### src/rtl/vs_arb_pkg.sv
package vs_arb_pkg;

    localparam int NUM_SLOTS = 2;
    localparam int KIND_W    = 3;

    typedef enum logic [KIND_W-1:0] {
        K_VINT  = 3'd0,
        K_VXS   = 3'd1,
        K_PERM  = 3'd2,
        K_STDAT = 3'd3,
        K_SFP   = 3'd4,
        K_VFP   = 3'd5,
        K_RSV6  = 3'd6,
        K_RSV7  = 3'd7
    } vs_kind_e;

    typedef enum logic [1:0] {
        P_NONE = 2'd0,
        P_VS1  = 2'd1,
        P_VS2  = 2'd2
    } vs_pipe_e;

    typedef struct packed {
        logic valid;
        logic vs1_only;
        logic vs2_only;
        logic fp;
        logic vfp;
        logic quad;
        logic blocked;   // XS candidate hit by write-back hazard
    } slot_info_t;

    function automatic logic kind_vs1_only(input logic [KIND_W-1:0] k);
        return (k == K_VINT) || (k == K_VXS);
    endfunction

    function automatic logic kind_vs2_only(input logic [KIND_W-1:0] k);
        return (k == K_PERM) || (k == K_STDAT);
    endfunction

    function automatic logic kind_fp(input logic [KIND_W-1:0] k);
        return k[2];
    endfunction

endpackage

### src/rtl/vs_wb_history.sv
module vs_wb_history
    import vs_arb_pkg::*;
#(
    parameter int WB_GAP = 5
) (
    input  logic clk,
    input  logic rst,
    input  logic vfp_on_vs1,
    output logic xs_hazard
);
    localparam int HW = WB_GAP;

    // bit 0: one cycle ago ... bit HW-1: WB_GAP cycles ago
    logic [HW-1:0] hist_q;

    generate
        if (HW == 1) begin : g_single
            always_ff @(posedge clk) begin
                if (rst) hist_q <= '0;
                else     hist_q <= vfp_on_vs1;
            end
        end else begin : g_shift
            always_ff @(posedge clk) begin
                if (rst) hist_q <= '0;
                else     hist_q <= {hist_q[HW-2:0], vfp_on_vs1};
            end
        end
    endgenerate

    assign xs_hazard = hist_q[HW-1];

    // history is empty in the cycle right after reset
    a_r8_hist_cleared: assert property (@(posedge clk)
        rst |=> (hist_q == '0));

endmodule

### src/rtl/vs_req_decode.sv
module vs_req_decode
    import vs_arb_pkg::*;
(
    input  logic              valid,
    input  logic [KIND_W-1:0] kind,
    input  logic              quad,
    input  logic              xs_hazard,
    output slot_info_t        info
);
    always_comb begin
        info          = '0;
        info.valid    = valid;
        info.vs1_only = kind_vs1_only(kind);
        info.vs2_only = kind_vs2_only(kind);
        info.fp       = kind_fp(kind);
        info.vfp      = (kind == K_VFP);
        info.quad     = quad;
        info.blocked  = (kind == K_VXS) && xs_hazard;
    end
endmodule

### src/rtl/vs_pipe_place.sv
module vs_pipe_place
    import vs_arb_pkg::*;
(
    input  slot_info_t sa,   // older slot
    input  slot_info_t sb,   // younger slot
    output vs_pipe_e   a_pipe,
    output vs_pipe_e   b_pipe
);
    logic yield_vs1;
    logic b_may_go;
    logic free1, free2, quad_block2, a_fp_on_vs2;

    always_comb begin
        // an FP older slot gives up VS1 when that lets the younger one go too
        yield_vs1 = sb.valid && !sb.quad &&
                    ((sb.vs1_only && !sb.blocked) || (sa.quad && sb.fp));

        a_pipe = P_NONE;
        if (sa.valid) begin
            if (sa.vs1_only)      a_pipe = sa.blocked ? P_NONE : P_VS1;
            else if (sa.vs2_only) a_pipe = P_VS2;
            else                  a_pipe = yield_vs1 ? P_VS2 : P_VS1;
        end

        b_may_go    = !sa.valid || (a_pipe != P_NONE);
        free1       = (a_pipe != P_VS1);
        free2       = (a_pipe != P_VS2);
        quad_block2 = (a_pipe == P_VS1) && sa.quad;
        a_fp_on_vs2 = (a_pipe == P_VS2) && sa.fp;

        b_pipe = P_NONE;
        if (sb.valid && b_may_go) begin
            if (sb.vs1_only) begin
                if (free1 && !sb.blocked) b_pipe = P_VS1;
            end else if (sb.vs2_only) begin
                if (free2) b_pipe = P_VS2;
            end else begin
                if (free1 && !(sb.quad && a_fp_on_vs2)) b_pipe = P_VS1;
                else if (free2 && !quad_block2)         b_pipe = P_VS2;
            end
        end
    end
endmodule

### src/rtl/vs_issue_arb.sv
module vs_issue_arb
    import vs_arb_pkg::*;
#(
    parameter int WB_GAP = 5
) (
    input  logic                              clk,
    input  logic                              rst,
    input  logic [NUM_SLOTS-1:0]              req_valid,
    input  logic [NUM_SLOTS-1:0][KIND_W-1:0]  req_kind,
    input  logic [NUM_SLOTS-1:0]              req_quad,
    output logic                              gnt_vs1,
    output logic                              gnt_vs1_slot,
    output logic                              gnt_vs2,
    output logic                              gnt_vs2_slot,
    output logic [NUM_SLOTS-1:0]              stall
);
    localparam int CW = $clog2(WB_GAP + 2);
    localparam logic [CW-1:0] CNT_SAT = CW'(WB_GAP + 1);

    logic       xs_hazard;
    logic       vfp_on_vs1;
    slot_info_t info [NUM_SLOTS];
    vs_pipe_e   a_pipe, b_pipe;

    generate
        for (genvar i = 0; i < NUM_SLOTS; i++) begin : g_dec
            vs_req_decode u_dec (
                .valid     (req_valid[i]),
                .kind      (req_kind[i]),
                .quad      (req_quad[i]),
                .xs_hazard (xs_hazard),
                .info      (info[i])
            );
        end
    endgenerate

    vs_pipe_place u_place (
        .sa     (info[0]),
        .sb     (info[1]),
        .a_pipe (a_pipe),
        .b_pipe (b_pipe)
    );

    assign vfp_on_vs1 = ((a_pipe == P_VS1) && info[0].vfp) ||
                        ((b_pipe == P_VS1) && info[1].vfp);

    vs_wb_history #(.WB_GAP(WB_GAP)) u_hist (
        .clk        (clk),
        .rst        (rst),
        .vfp_on_vs1 (vfp_on_vs1),
        .xs_hazard  (xs_hazard)
    );

    assign gnt_vs1      = (a_pipe == P_VS1) || (b_pipe == P_VS1);
    assign gnt_vs1_slot = (b_pipe == P_VS1);
    assign gnt_vs2      = (a_pipe == P_VS2) || (b_pipe == P_VS2);
    assign gnt_vs2_slot = (b_pipe == P_VS2);
    assign stall[0]     = req_valid[0] && (a_pipe == P_NONE);
    assign stall[1]     = req_valid[1] && (b_pipe == P_NONE);

    // independent distance counter: cycles since VS1 last took a vector FP op
    logic [CW-1:0] since_vfp_q;
    always_ff @(posedge clk) begin
        if (rst)
            since_vfp_q <= CNT_SAT;
        else if (gnt_vs1 && (req_kind[gnt_vs1_slot] == K_VFP))
            since_vfp_q <= CW'(1);
        else if (since_vfp_q != CNT_SAT)
            since_vfp_q <= since_vfp_q + CW'(1);
    end

    a_r1_fixed_kinds_off_vs2: assert property (@(posedge clk) disable iff (rst)
        gnt_vs2 |-> !kind_vs1_only(req_kind[gnt_vs2_slot]));

    a_r2_fixed_kinds_off_vs1: assert property (@(posedge clk) disable iff (rst)
        gnt_vs1 |-> !kind_vs2_only(req_kind[gnt_vs1_slot]));

    a_r4_quad_blocks_fp_vs2: assert property (@(posedge clk) disable iff (rst)
        (gnt_vs1 && req_quad[gnt_vs1_slot] && gnt_vs2)
            |-> !kind_fp(req_kind[gnt_vs2_slot]));

    a_r5_wb_gap_respected: assert property (@(posedge clk) disable iff (rst)
        (gnt_vs1 && (req_kind[gnt_vs1_slot] == K_VXS))
            |-> (since_vfp_q != CW'(WB_GAP)));

    a_r6_distinct_valid_slots: assert property (@(posedge clk) disable iff (rst)
        (gnt_vs1 |-> req_valid[gnt_vs1_slot]) and
        (gnt_vs2 |-> req_valid[gnt_vs2_slot]) and
        ((gnt_vs1 && gnt_vs2) |-> (gnt_vs1_slot != gnt_vs2_slot)));

    a_r7_in_order: assert property (@(posedge clk) disable iff (rst)
        ((gnt_vs1 && gnt_vs1_slot) || (gnt_vs2 && gnt_vs2_slot)) |-> !stall[0]);

endmodule

### config.mk
export PLATFORM = sky130hd
export DESIGN_NAME = vs_issue_arb
export DESIGN_NICKNAME = d
export VERILOG_FILES = /design/src/rtl/vs_arb_pkg.sv /design/src/rtl/vs_wb_history.sv /design/src/rtl/vs_req_decode.sv /design/src/rtl/vs_pipe_place.sv /design/src/rtl/vs_issue_arb.sv
export SDC_FILE = /design/constraint.sdc
export NUM_CORES = 1
export LEC_CHECK = 0
export ABC_AREA = 1
export BUFFER_PORTS_ARGS = -buffer_cell sky130_fd_sc_hd__buf_2
export CELL_PAD_IN_SITES_DETAIL_PLACEMENT = 2
export CELL_PAD_IN_SITES_GLOBAL_PLACEMENT = 2
export CORE_MARGIN = 3
export CORE_UTILIZATION = 17
export DETAILED_ROUTE_END_ITERATION = 10
export GPL_ROUTABILITY_DRIVEN = 0
export HOLD_SLACK_MARGIN = 0.05
export PLACE_DENSITY = 0.69
export SLEW_MARGIN = 10
export SYNTH_ARGS = -nofsm -noshare
export SYNTH_HDL_FRONTEND = slang
export SYNTH_SLANG_ARGS = --single-unit
### constraint.sdc
create_clock -name clk -period 1.75 [get_ports clk]
set_clock_uncertainty 0.05 [all_clocks]
set_input_delay 0.525 -clock clk [delete_from_list [all_inputs] [get_ports clk]]
set_output_delay 0.525 -clock clk [all_outputs]
set_load 0.01 [all_outputs]
==> flow_metrics.py, run 1 <==
metrics = {
    "min_path": {
        "min_from": "u_hist.hist_q[3]$_SDFF_PP0_",
        "hold_depth": 2,
        "hold_class": "flip-flop to flip-flop",
    },
    "synthesis": {
        "ys_seq_area_share_pct": 28.37,
        "ys_async_sr_fraction_pct": 0,
        "synth.most_common_cell": "nand2_1",
        "syn_nets": 69,
        "yosysWarnings": 0,
        "synthCells": 57,
        "synth_edf_count": 0,
        "synth_area_leader_cell": "dfxtp_1",
        "ys.flop_type": "dfxtp_1",
        "synth_area_leaders": "dfxtp_1, nand2_1, inv_1, nor2_1, nand2_2",
        "synthesis.area_um2": 352.8,
        "syn_area_per_cell_um2": 6.190,
        "synth_top_area_share_pct": 28.37,
        "ys_ff_latch": 5,
        "synth_commonest_cells": "nand2_1, inv_1, nor2_1",
        "synth.distinct_cells": 14,
    },
    "sta": {
        "final-hold-violation-count": 0,
        "finalSetupViolations": 6,
        "fin_ws_ns": -0.3583,
        "max_freq_mhz": 474.3,
        "post-route-min-period_ns": 2.108,
        "worst_pin_slew_ns": 0.1397,
        "drv_slew": 0,
        "rsz0062_at_grt": "yes",
        "tns_ns": -1.966,
        "slew-limit-headroom_pct": 90.66,
        "fin_crit_sh_pct": 120.5,
    },
    "detailed_routing": {
        "drtIter0Drc": 1,
        "drt_first_pass_iters": 2,
        "ant_nets": 0,
        "avgRoutedWirePerCell_um": 12.19,
        "drc": 0,
        "wirelength_mm": 1.499,
        "via_per_inst": 4.228,
        "vias": 520,
    },
    "setup_path": {
        "r2r_cells": 11,
        "critPathKind": "primary input to primary output",
        "critPathMaxFanout": 3,
        "critPathCaptureType": "primary output",
        "r2r_end": "u_hist.hist_q[0]$_SDFF_PP0_",
        "cp.required_ns": 1.17,
        "reg2reg_from": "u_hist.hist_q[4]$_SDFF_PP0_",
        "start_kind": "primary input",
        "worstSetupStartpoint": "req_kind[2]",
        "r2r_slack_ns": 0.38,
        "cp-endpoint": "gnt_vs2",
        "crit_arrival_ns": 1.53,
    },
    "status": {
        "violations": "negative setup slack",
        "status": "complete, but fails checks",
    },
    "pwr": {
        "switching_share_pct": 29.31,
        "finalPower_w": 0.0003787,
        "power_density_nw_per_um2": 511.2,
        "pwr-share-seq_pct": 30.6,
        "switching_power_w": 0.0001110,
        "ir_drop_mv": 0.3593,
        "p_int_w": 0.0002677,
        "cellLeakagePower_nw": 0.3925,
        "p_comb_share_pct": 33.5,
        "clkPwrFrac_pct": 35.9,
    },
    "final_layout": {
        "stdcell_count": 123,
        "num_antenna_cells": 0,
        "layout-drive-gt1-share_pct": 66.33,
        "top_regs": "u_hist.hist_q x5",
        "largest_reg_flops": 5,
        "regMostFlops": "u_hist.hist_q",
        "fillCellCount": 250,
        "fin_nets": 111,
        "syn_to_final_growth_pct": 109.9,
        "fin_util_pct": 40.27,
        "fin_area_um2": 740.7,
    },
    "floorplan": {
        "start_util_pct": 19.18,
        "core_um2": 1839,
        "row_count": 15,
        "die_w_um": 51.56,
        "ios": 18,
        "die_y_um": 51.56,
        "dieArea_um2": 2658,
    },
    "global_routing": {
        "grt_usage_pct": 12.62,
        "grt_pass1_vias": 551,
        "grtUsageMet3_pct": 2.292,
        "grt_overflow": 0,
        "grt_first_pass_wirelength_mm": 2.435,
        "grt.busiest_layer": "met2",
        "grt_use_met2_pct": 25.00,
        "use_met1_pct": 11.54,
        "antenna_found_initial": 0,
        "grt_max_degree": 6,
    },
    "clock_network": {
        "cts_num_sinks": 5,
        "cts_made_buffers": 3,
        "cts_hold_buf": 0,
        "clk_latency_ns": 0.24,
        "clockBufferDepth": 2,
        "cts_tree": "done",
        "root_buffer": "clkbuf_4",
        "htree_num_levels": 1,
        "path_clk_slew_ns": 0.04,
    },
    "placement": {
        "port_buffers": 17,
        "hpwl_mm": 1.137,
        "dpl_cell_area_um2": 551.8,
        "dp.cells": 110,
    },
    "job": {
        "cap_viol_max_count": 0,
    },
}
[final cells by class]
class / instances / area, µm² / share of cell area [%]
Clock buffer: 4 / 26.28 / 3.547
Inverter: 13 / 48.80 / 6.588
Multi-Input combinational cell: 39 / 245.2 / 33.11
Sequential cell: 5 / 101.3 / 13.68
Tap cell: 25 / 31.28 / 4.223
Timing Repair Buffer: 37 / 287.8 / 38.85
[cell families (layout without fill, tap and decap cells)]
kind of cell           Yosys count  count (layout)  share of synthesized area [%]
AO/OA/AOI/OAI                    3               3                          6.383
buffers and inverters           13              54                          13.83
flip-flops                       5               5                          28.37
AND/OR/NAND/NOR                 36              36                          51.42
[per-stage QoR]
| step | hold slack [ns] | worst slack [ns] |
|---|---|---|
| after CTS | 0.3529 | -0.3966 |
| after global routing | 0.3667 | -0.4556 |
| after detailed placement | 0.3541 | -0.4294 |
| final | 0.3463 | -0.3583 |
| after global placement | 0.3397 | -0.3593 |
| after floorplan | 0.3383 | -0.08685 |
[what timing repair did]
item | CTS | global route
endpoints found under the setup margin | 6 | 6
endpoints found under the hold margin | 0 | 0
resized for setup | 18 | 11
pin swaps | 4 | 12
buffers inserted | 7 | 3
[worst min-delay path by stage]
stage / endpoint
floorplan: u_hist.hist_q[1]$_SDFF_PP0_
global placement: u_hist.hist_q[4]$_SDFF_PP0_
detailed placement: u_hist.hist_q[4]$_SDFF_PP0_
CTS: u_hist.hist_q[4]$_SDFF_PP0_
global route: u_hist.hist_q[4]$_SDFF_PP0_
finish: u_hist.hist_q[4]$_SDFF_PP0_
[power groups by stage]
stage	clock (W)	sequential, W	combinational (W)
CTS	0.000144	0.000116	0.000111
detailed placement	0	0.000118	0.0000943
finish	0.000136	0.000116	0.000127
floorplan	0	0.000118	0.0000395
global placement	0	0.000118	0.0000897
global route	0.000149	0.000116	0.000139
[metal layers]
metal  vias to the layer above  part of all wire, %
met5                         -                    0
met4                         0                  1.8
met3                         4                  7.3
met2                        18                   55
met1                       245                   36
li1                        253                    -
[worst max-delay path, cell delays in order]
cell and delay, ns:
buf_6 0.09, or2_4 0.26, nor2_4 0.11, nand2_2 0.07, nand2_1 0.07, inv_1 0.05
nand2_2 0.06, inv_2 0.05, nand2_2 0.06, nand2_1 0.05, buf_2 0.13
[cell usage in the layout (no fill, tap or decap), types with 2 or more instances in the layout]
| master | synthesis | final |
|---|---|---|
| nor2_4 | 1 | 2 |
| buf_2 | 0 | 11 |
| buf_4 | 0 | 18 |
| a21oi_2 | 2 | 2 |
| nand4_1 | 2 | 2 |
| buf_6 | 0 | 6 |
| inv_2 | 0 | 3 |
| dfxtp_1 | 5 | 4 |
| nand2_1 | 17 | 9 |
| buf_8 | 0 | 2 |
| clkbuf_4 | 0 | 3 |
| inv_1 | 13 | 10 |
| nand2_2 | 3 | 11 |
| nor2_1 | 7 | 7 |
(Power assumes the default switching activity.)
==> inputs of run 2 (changes only) <==
--- a/config.mk
+++ b/config.mk
@@ -5,16 +5,17 @@
 export SDC_FILE = /design/constraint.sdc
 export NUM_CORES = 1
 export LEC_CHECK = 0
-export ABC_AREA = 1
+export ABC_AREA = 0
 export BUFFER_PORTS_ARGS = -buffer_cell sky130_fd_sc_hd__buf_2
 export CELL_PAD_IN_SITES_DETAIL_PLACEMENT = 2
 export CELL_PAD_IN_SITES_GLOBAL_PLACEMENT = 2
+export CORE_ASPECT_RATIO = 0.8
 export CORE_MARGIN = 3
-export CORE_UTILIZATION = 17
+export CORE_UTILIZATION = 20
 export DETAILED_ROUTE_END_ITERATION = 10
 export GPL_ROUTABILITY_DRIVEN = 0
 export HOLD_SLACK_MARGIN = 0.05
-export PLACE_DENSITY = 0.69
+export PLACE_DENSITY = 0.71
 export SLEW_MARGIN = 10
 export SYNTH_ARGS = -nofsm -noshare
 export SYNTH_HDL_FRONTEND = slang
==> run 2 against run 1 <==
Compared with the run above:
- the run still ends with negative setup slack left
- critical path depth down 4
- setup slack got worse by 0.23 ns
- synthesized cell count down 42%
- final cell count is 24% lower
- register-to-register slack worse by 0.27 ns
- critical endpoint is now gnt_vs1
==> flow_metrics.py, run 2 <==
metrics = {
    "synthesis": {
        "synth_top_area_share_pct": 30.53,
        "yosysWarnings": 0,
        "ys.flop_type": "dfxtp_1",
        "syn_area_per_cell_um2": 9.934,
        "ys_async_sr_fraction_pct": 0,
        "synth_edf_count": 0,
        "synth.distinct_cells": 22,
        "synthCells": 33,
        "synth_area_leaders": "dfxtp_1, nor2b_1, a32oi_4, o221a_4, o32ai_2",
        "synthesis.area_um2": 327.8,
        "synth_commonest_cells": "dfxtp_1, nor2b_1, nand2_1",
        "ys_seq_area_share_pct": 30.53,
        "ys_ff_latch": 5,
        "synth_area_leader_cell": "dfxtp_1",
        "syn_nets": 45,
    },
    "final_layout": {
        "fillCellCount": 168,
        "num_antenna_cells": 0,
        "largest_reg_flops": 5,
        "fin_nets": 85,
        "final_cell_mix": "buf_4, buf_6, buf_2, nor2b_1, dfxtp_1",
        "syn_to_final_growth_pct": 118.3,
        "fin_area_um2": 715.7,
        "regMostFlops": "u_hist.hist_q",
        "layout_commonest_cell": "buf_4",
        "layout-drive-gt1-share_pct": 68.06,
        "top_regs": "u_hist.hist_q x5",
    },
    "sta": {
        "fin_ws_ns": -0.5850,
        "final-hold-violation-count": 0,
        "slew-limit-headroom_pct": 81.38,
        "max_freq_mhz": 428.3,
        "post-route-min-period_ns": 2.335,
        "finalSetupViolations": 6,
        "rsz0062_at_grt": "yes",
        "holdWs_ns": 0.3873,
        "fin_crit_sh_pct": 133.4,
        "drv_slew": 0,
        "tns_ns": -2.656,
        "worst_pin_slew_ns": 0.2756,
    },
    "detailed_routing": {
        "wirelength_mm": 1.690,
        "via_per_inst": 4.462,
        "vias": 415,
        "drtIter0Drc": 2,
        "drc": 0,
        "drt_first_pass_iters": 4,
        "ant_nets": 0,
        "avgRoutedWirePerCell_um": 18.17,
    },
    "floorplan": {
        "ios": 18,
        "die_w_um": 51.27,
        "row_count": 12,
        "start_util_pct": 22.51,
        "die_y_um": 42.21,
        "core_um2": 1456,
        "dieArea_um2": 2164,
    },
    "clock_network": {
        "clockBufferDepth": 2,
        "cts_made_buffers": 3,
        "cts_tree": "done",
        "root_buffer": "clkbuf_4",
        "htree_num_levels": 1,
        "cts_num_sinks": 5,
        "clk_latency_ns": 0.24,
        "path_clk_slew_ns": 0.05,
    },
    "placement": {
        "port_buffers": 17,
        "place_worst_setup_slack_ns": -0.5184,
        "dpl_cell_area_um2": 543.0,
    },
    "global_routing": {
        "grt.busiest_layer": "met2",
        "grt_usage_pct": 13.88,
        "antenna_found_initial": 0,
        "grt_use_met2_pct": 24.42,
        "grt_overflow": 0,
        "grt_first_pass_wirelength_mm": 2.118,
        "grtUsageMet3_pct": 2.135,
        "use_met1_pct": 15.04,
        "grt_pass1_vias": 443,
        "grt_max_degree": 7,
    },
    "pwr": {
        "clkPwrFrac_pct": 34.6,
        "switching_share_pct": 27.85,
        "ir_drop_mv": 0.3443,
        "p_int_w": 0.0002805,
        "switching_power_w": 0.0001083,
        "cellLeakagePower_nw": 0.3302,
        "pwr-share-seq_pct": 29.8,
        "power_density_nw_per_um2": 543.2,
        "p_comb_share_pct": 35.6,
    },
    "setup_path": {
        "crit_top_cell": "buf_6",
        "worstPathCellList": "buf_6 -> a211o_1 -> a32oi_4 -> buf_4 -> nor2_2 -> or2_4 -> buf_6",
        "crit_arrival_ns": 1.76,
        "critPathMaxFanout": 4,
        "path_buf_inv": 3,
        "start_kind": "primary input",
        "critical-path-top-delay-family": "compound AO/OA/AOI/OAI gates",
        "critPathCaptureType": "primary output",
        "max_stage_delay_ns": 0.31,
        "critPathKind": "primary input to primary output",
        "cp.required_ns": 1.17,
        "critPathSlowestCell": "a211o_1",
    },
    "status": {
        "violations": "negative setup slack",
        "status": "complete, but fails checks",
    },
    "job": {
        "cap_viol_max_count": 0,
    },
    "min_path": {
        "hold_class": "flip-flop to flip-flop",
    },
}
-- run 2: cell types whose count changed after synthesis, sizes merged, moves of 2 or more --
cell / previous run / this run
nand2: 20 / 3
nand4: 3 / 0
nor2: 10 / 2
nor2b: 0 / 5
nand3: 2 / 0
inv: 13 / 1
-- run 2: final cells by class --
cell class,count,area [µm²],area share [%]
clock buffers,4,26.28,3.671
inverters,1,3.754,0.5245
multi-input cells,27,272.8,38.11
flip-flops and latches,5,101.3,14.16
well taps,21,26.28,3.671
repair buffers,35,285.3,39.86
-- run 2: final timing paths --
kind                                     from  slack, ns  cells after the start                           to
hold reg to reg   u_hist.hist_q[0]$_SDFF_PP0_       0.39                      1  u_hist.hist_q[1]$_SDFF_PP0_
setup reg to reg  u_hist.hist_q[4]$_SDFF_PP0_       0.11                      6  u_hist.hist_q[0]$_SDFF_PP0_
hold / removal    u_hist.hist_q[0]$_SDFF_PP0_       0.39                      1  u_hist.hist_q[1]$_SDFF_PP0_
setup / recovery                  req_kind[4]      -0.59                      7                      gnt_vs1
-- run 2: repair_timing --
item	4_1_cts	5_1_grt
gates resized for setup	15	8
cloned	0	0
setup buffers	1	6
pin swaps	4	4
hold buffers	0	0
setup endpoints to repair	6	6
-- run 2: power by group through the flow --
stage          Clock [W]  Sequential, W  Combinational, W
5_1_grt         0.000148       0.000116          0.000148
3_3_place_gp           0       0.000118         0.0000989
6_report        0.000135       0.000116          0.000138
2_1_floorplan          0       0.000118         0.0000443
4_1_cts         0.000141       0.000116          0.000117
3_5_place_dp           0       0.000118          0.000101
-- run 2: logic make-up (layout without fill, tap and decap cells) --
kind of cell | count (synthesis) | in the layout | share of synthesized area [%]
AOI/OAI and AO/OA | 9 | 9 | 32.83
buffers and inverters | 1 | 40 | 1.144
DFF | 5 | 5 | 30.54
and+or+nand+nor | 18 | 18 | 35.50
-- run 2: worst register-to-register path, cell delays in order, from the launching register on --
cell and delay [ns]:
dfxtp_2 0.32, a211o_1 0.34, a32oi_4 0.28, o221a_4 0.28
buf_6 0.10, buf_4 0.09, a22o_1 0.12
-- run 2: metrics by stage --
| stage | instances | utilization, % | power, W |
|---|---|---|---|
| 2_1_floorplan | 33 | - | 0.0001621 |
| 3_3_place_gp | 83 | 37.29 | 0.0002167 |
| 3_5_place_dp | 83 | 37.29 | 0.0002188 |
| 4_1_cts | 88 | 44.76 | 0.0003734 |
| 5_1_grt | 93 | 49.14 | 0.0004122 |
| 6_report | 93 | 49.14 | 0.0003888 |
-- run 2: metal layers --
| layer | vias to the layer above | part of all wire, % |
|---|---|---|
| met5 | - | 0 |
| met2 | 7 | 54 |
| met1 | 201 | 42 |
| met4 | 0 | 2.7 |
| li1 | 203 | - |
| met3 | 4 | 2.1 |
==> inputs of run 3 (changes only) <==
--- a/config.mk
+++ b/config.mk
@@ -15,6 +15,7 @@
 export DETAILED_ROUTE_END_ITERATION = 10
 export GPL_ROUTABILITY_DRIVEN = 0
 export HOLD_SLACK_MARGIN = 0.05
+export MAX_ROUTING_LAYER = met4
 export PLACE_DENSITY = 0.71
 export SLEW_MARGIN = 10
 export SYNTH_ARGS = -nofsm -noshare
==> run 3 against run 2 <==
Compared with the run above:
- the flow still finishes with violations (negative setup slack)
- via count is 0.48% higher
- utilization unchanged
- sequential share of layout area unchanged
==> flow_metrics.py, run 3 (same netlist as run 2, synthesis figures left out) <==
metrics = {
    "detailed_routing": {
        "drt_first_pass_iters": 3,
        "vias": 417,
        "wirelength_mm": 1.678,
        "avgRoutedWirePerCell_um": 18.04,
        "drc": 0,
        "ant_nets": 0,
        "drtIter0Drc": 3,
        "via_per_inst": 4.484,
    },
    "sta": {
        "worst_pin_slew_ns": 0.2836,
        "max_freq_mhz": 428.7,
        "holdWs_ns": 0.3910,
        "slew-limit-headroom_pct": 80.84,
        "rsz0062_at_grt": "yes",
        "finalSetupViolations": 6,
        "post-route-min-period_ns": 2.333,
        "fin_ws_ns": -0.5826,
        "fin_crit_sh_pct": 133.3,
        "drv_slew": 0,
        "final-hold-violation-count": 0,
    },
    "job": {
        "cap_viol_max_count": 0,
    },
    "setup_path": {
        "critPathSlowestCell": "a211o_1",
        "critPathKind": "primary input to primary output",
        "path_buf_inv": 3,
        "critical-path-top-delay-family": "compound AO/OA/AOI/OAI gates",
        "crit_top_cell": "buf_6",
        "critPathCaptureType": "primary output",
        "worstPathCellList": "buf_6 -> a211o_1 -> a32oi_4 -> buf_4 -> nor2_2 -> or2_4 -> buf_6",
        "max_stage_delay_ns": 0.31,
        "cp.required_ns": 1.17,
        "crit_arrival_ns": 1.76,
        "critPathMaxFanout": 4,
        "start_kind": "primary input",
    },
    "final_layout": {
        "regMostFlops": "u_hist.hist_q",
        "fillCellCount": 168,
        "multiInputGateArea_um2": 272.8,
        "largest_reg_flops": 5,
        "syn_to_final_growth_pct": 118.3,
        "final_cell_mix": "buf_4, buf_6, buf_2, nor2b_1, dfxtp_1",
        "regArea_um2": 101.3,
        "top_regs": "u_hist.hist_q x5",
        "layout_commonest_cell": "buf_4",
        "fin_nets": 85,
        "num_antenna_cells": 0,
        "layout-drive-gt1-share_pct": 68.06,
    },
    "min_path": {
        "hold_class": "flip-flop to flip-flop",
    },
    "pwr": {
        "switching_power_w": 0.0001074,
        "pwr-share-seq_pct": 29.9,
        "ir_drop_mv": 0.3429,
        "switching_share_pct": 27.69,
        "cellLeakagePower_nw": 0.3302,
        "power_density_nw_per_um2": 542.0,
        "clkPwrFrac_pct": 34.6,
        "finalPower_w": 0.0003879,
        "p_int_w": 0.0002805,
        "p_comb_share_pct": 35.6,
    },
    "placement": {
        "port_buffers": 17,
        "place_worst_setup_slack_ns": -0.5184,
    },
    "clock_network": {
        "cts_made_buffers": 3,
        "root_buffer": "clkbuf_4",
        "cts_tree": "done",
        "clockBufferDepth": 2,
        "path_clk_slew_ns": 0.05,
        "htree_num_levels": 1,
        "cts_num_sinks": 5,
        "clk_latency_ns": 0.24,
    },
    "status": {
        "violations": "negative setup slack",
        "status": "complete, but fails checks",
    },
    "global_routing": {
        "grt_overflow": 0,
        "grt_max_degree": 7,
        "antenna_found_initial": 0,
        "grt_first_pass_wirelength_mm": 2.118,
        "grt_usage_pct": 14.25,
        "grt_pass1_vias": 441,
    },
    "floorplan": {
        "die_w_um": 51.27,
        "row_count": 12,
        "dieArea_um2": 2164,
        "core_um2": 1456,
        "die_y_um": 42.21,
        "start_util_pct": 22.51,
        "ios": 18,
    },
}
[run 3: cell counts in the layout (fill, tap and decap cells not counted)]
No cell type changed its count.
[run 3: worst reg2reg max path: cells and delay by family, from the launching register on]
| family | cells | cell delay (ns) |
|---|---|---|
| DFF | 1 | 0.32 |
| AOI/OAI and AO/OA | 4 | 1.01 |
| buffers and inverters | 2 | 0.19 |
[run 3: worst paths after layout]
check,end,slack (ns),startpoint,cells after the start
hold / removal,u_hist.hist_q[1]$_SDFF_PP0_,0.39,u_hist.hist_q[0]$_SDFF_PP0_,1
setup reg to reg,u_hist.hist_q[0]$_SDFF_PP0_,0.12,u_hist.hist_q[4]$_SDFF_PP0_,6
setup / recovery,gnt_vs1,-0.58,req_kind[4],7
hold reg to reg,u_hist.hist_q[1]$_SDFF_PP0_,0.39,u_hist.hist_q[0]$_SDFF_PP0_,1
[run 3: stage by stage]
step | TNS (ns) | util, % | area (µm²) | std cells
6_report | -2.646 | 49.14 | 715.7 | 93
5_1_grt | -2.899 | 49.14 | 715.7 | 93
4_1_cts | -2.272 | 44.76 | 651.9 | 88
3_5_place_dp | -2.589 | 37.29 | 543.0 | 83
3_3_place_gp | -2.388 | 37.29 | 543.0 | 83
2_1_floorplan | -0.9390 | - | 341.6 | 33
[run 3: area by class of cell]
cell class	count	area share, %
repair buffers	35	39.86
multi-input cells	27	38.11
flip-flops and latches	5	14.16
clock buffers	4	3.671
well taps	21	3.671
inverters	1	0.5245
[run 3: what timing repair did]
action / in CTS / in global routing
hold buffers: 0 / 0
endpoints found under the setup margin: 6 / 6
pin swaps: 4 / 4
buffers inserted: 1 / 6
resized for setup: 15 / 8
[run 3: metal layers]
layer  GRT usage (%)  share of wire (%)  vias to the layer above
met5               -                  0                        -
met4           9.424                2.7                        0
li1                -                  -                      203
met1           15.04                 41                      203
met2           24.42                 54                        7
met3           2.135                2.1                        4
[run 3: power groups by stage]
stage | registers, W | clock network (W) | logic [W]
final | 0.000116 | 0.000134 | 0.000138
after CTS | 0.000116 | 0.000141 | 0.000117
after global placement | 0.000118 | 0 | 0.0000989
after detailed placement | 0.000118 | 0 | 0.000101
after floorplan | 0.000118 | 0 | 0.0000443
after global routing | 0.000116 | 0.000148 | 0.000148
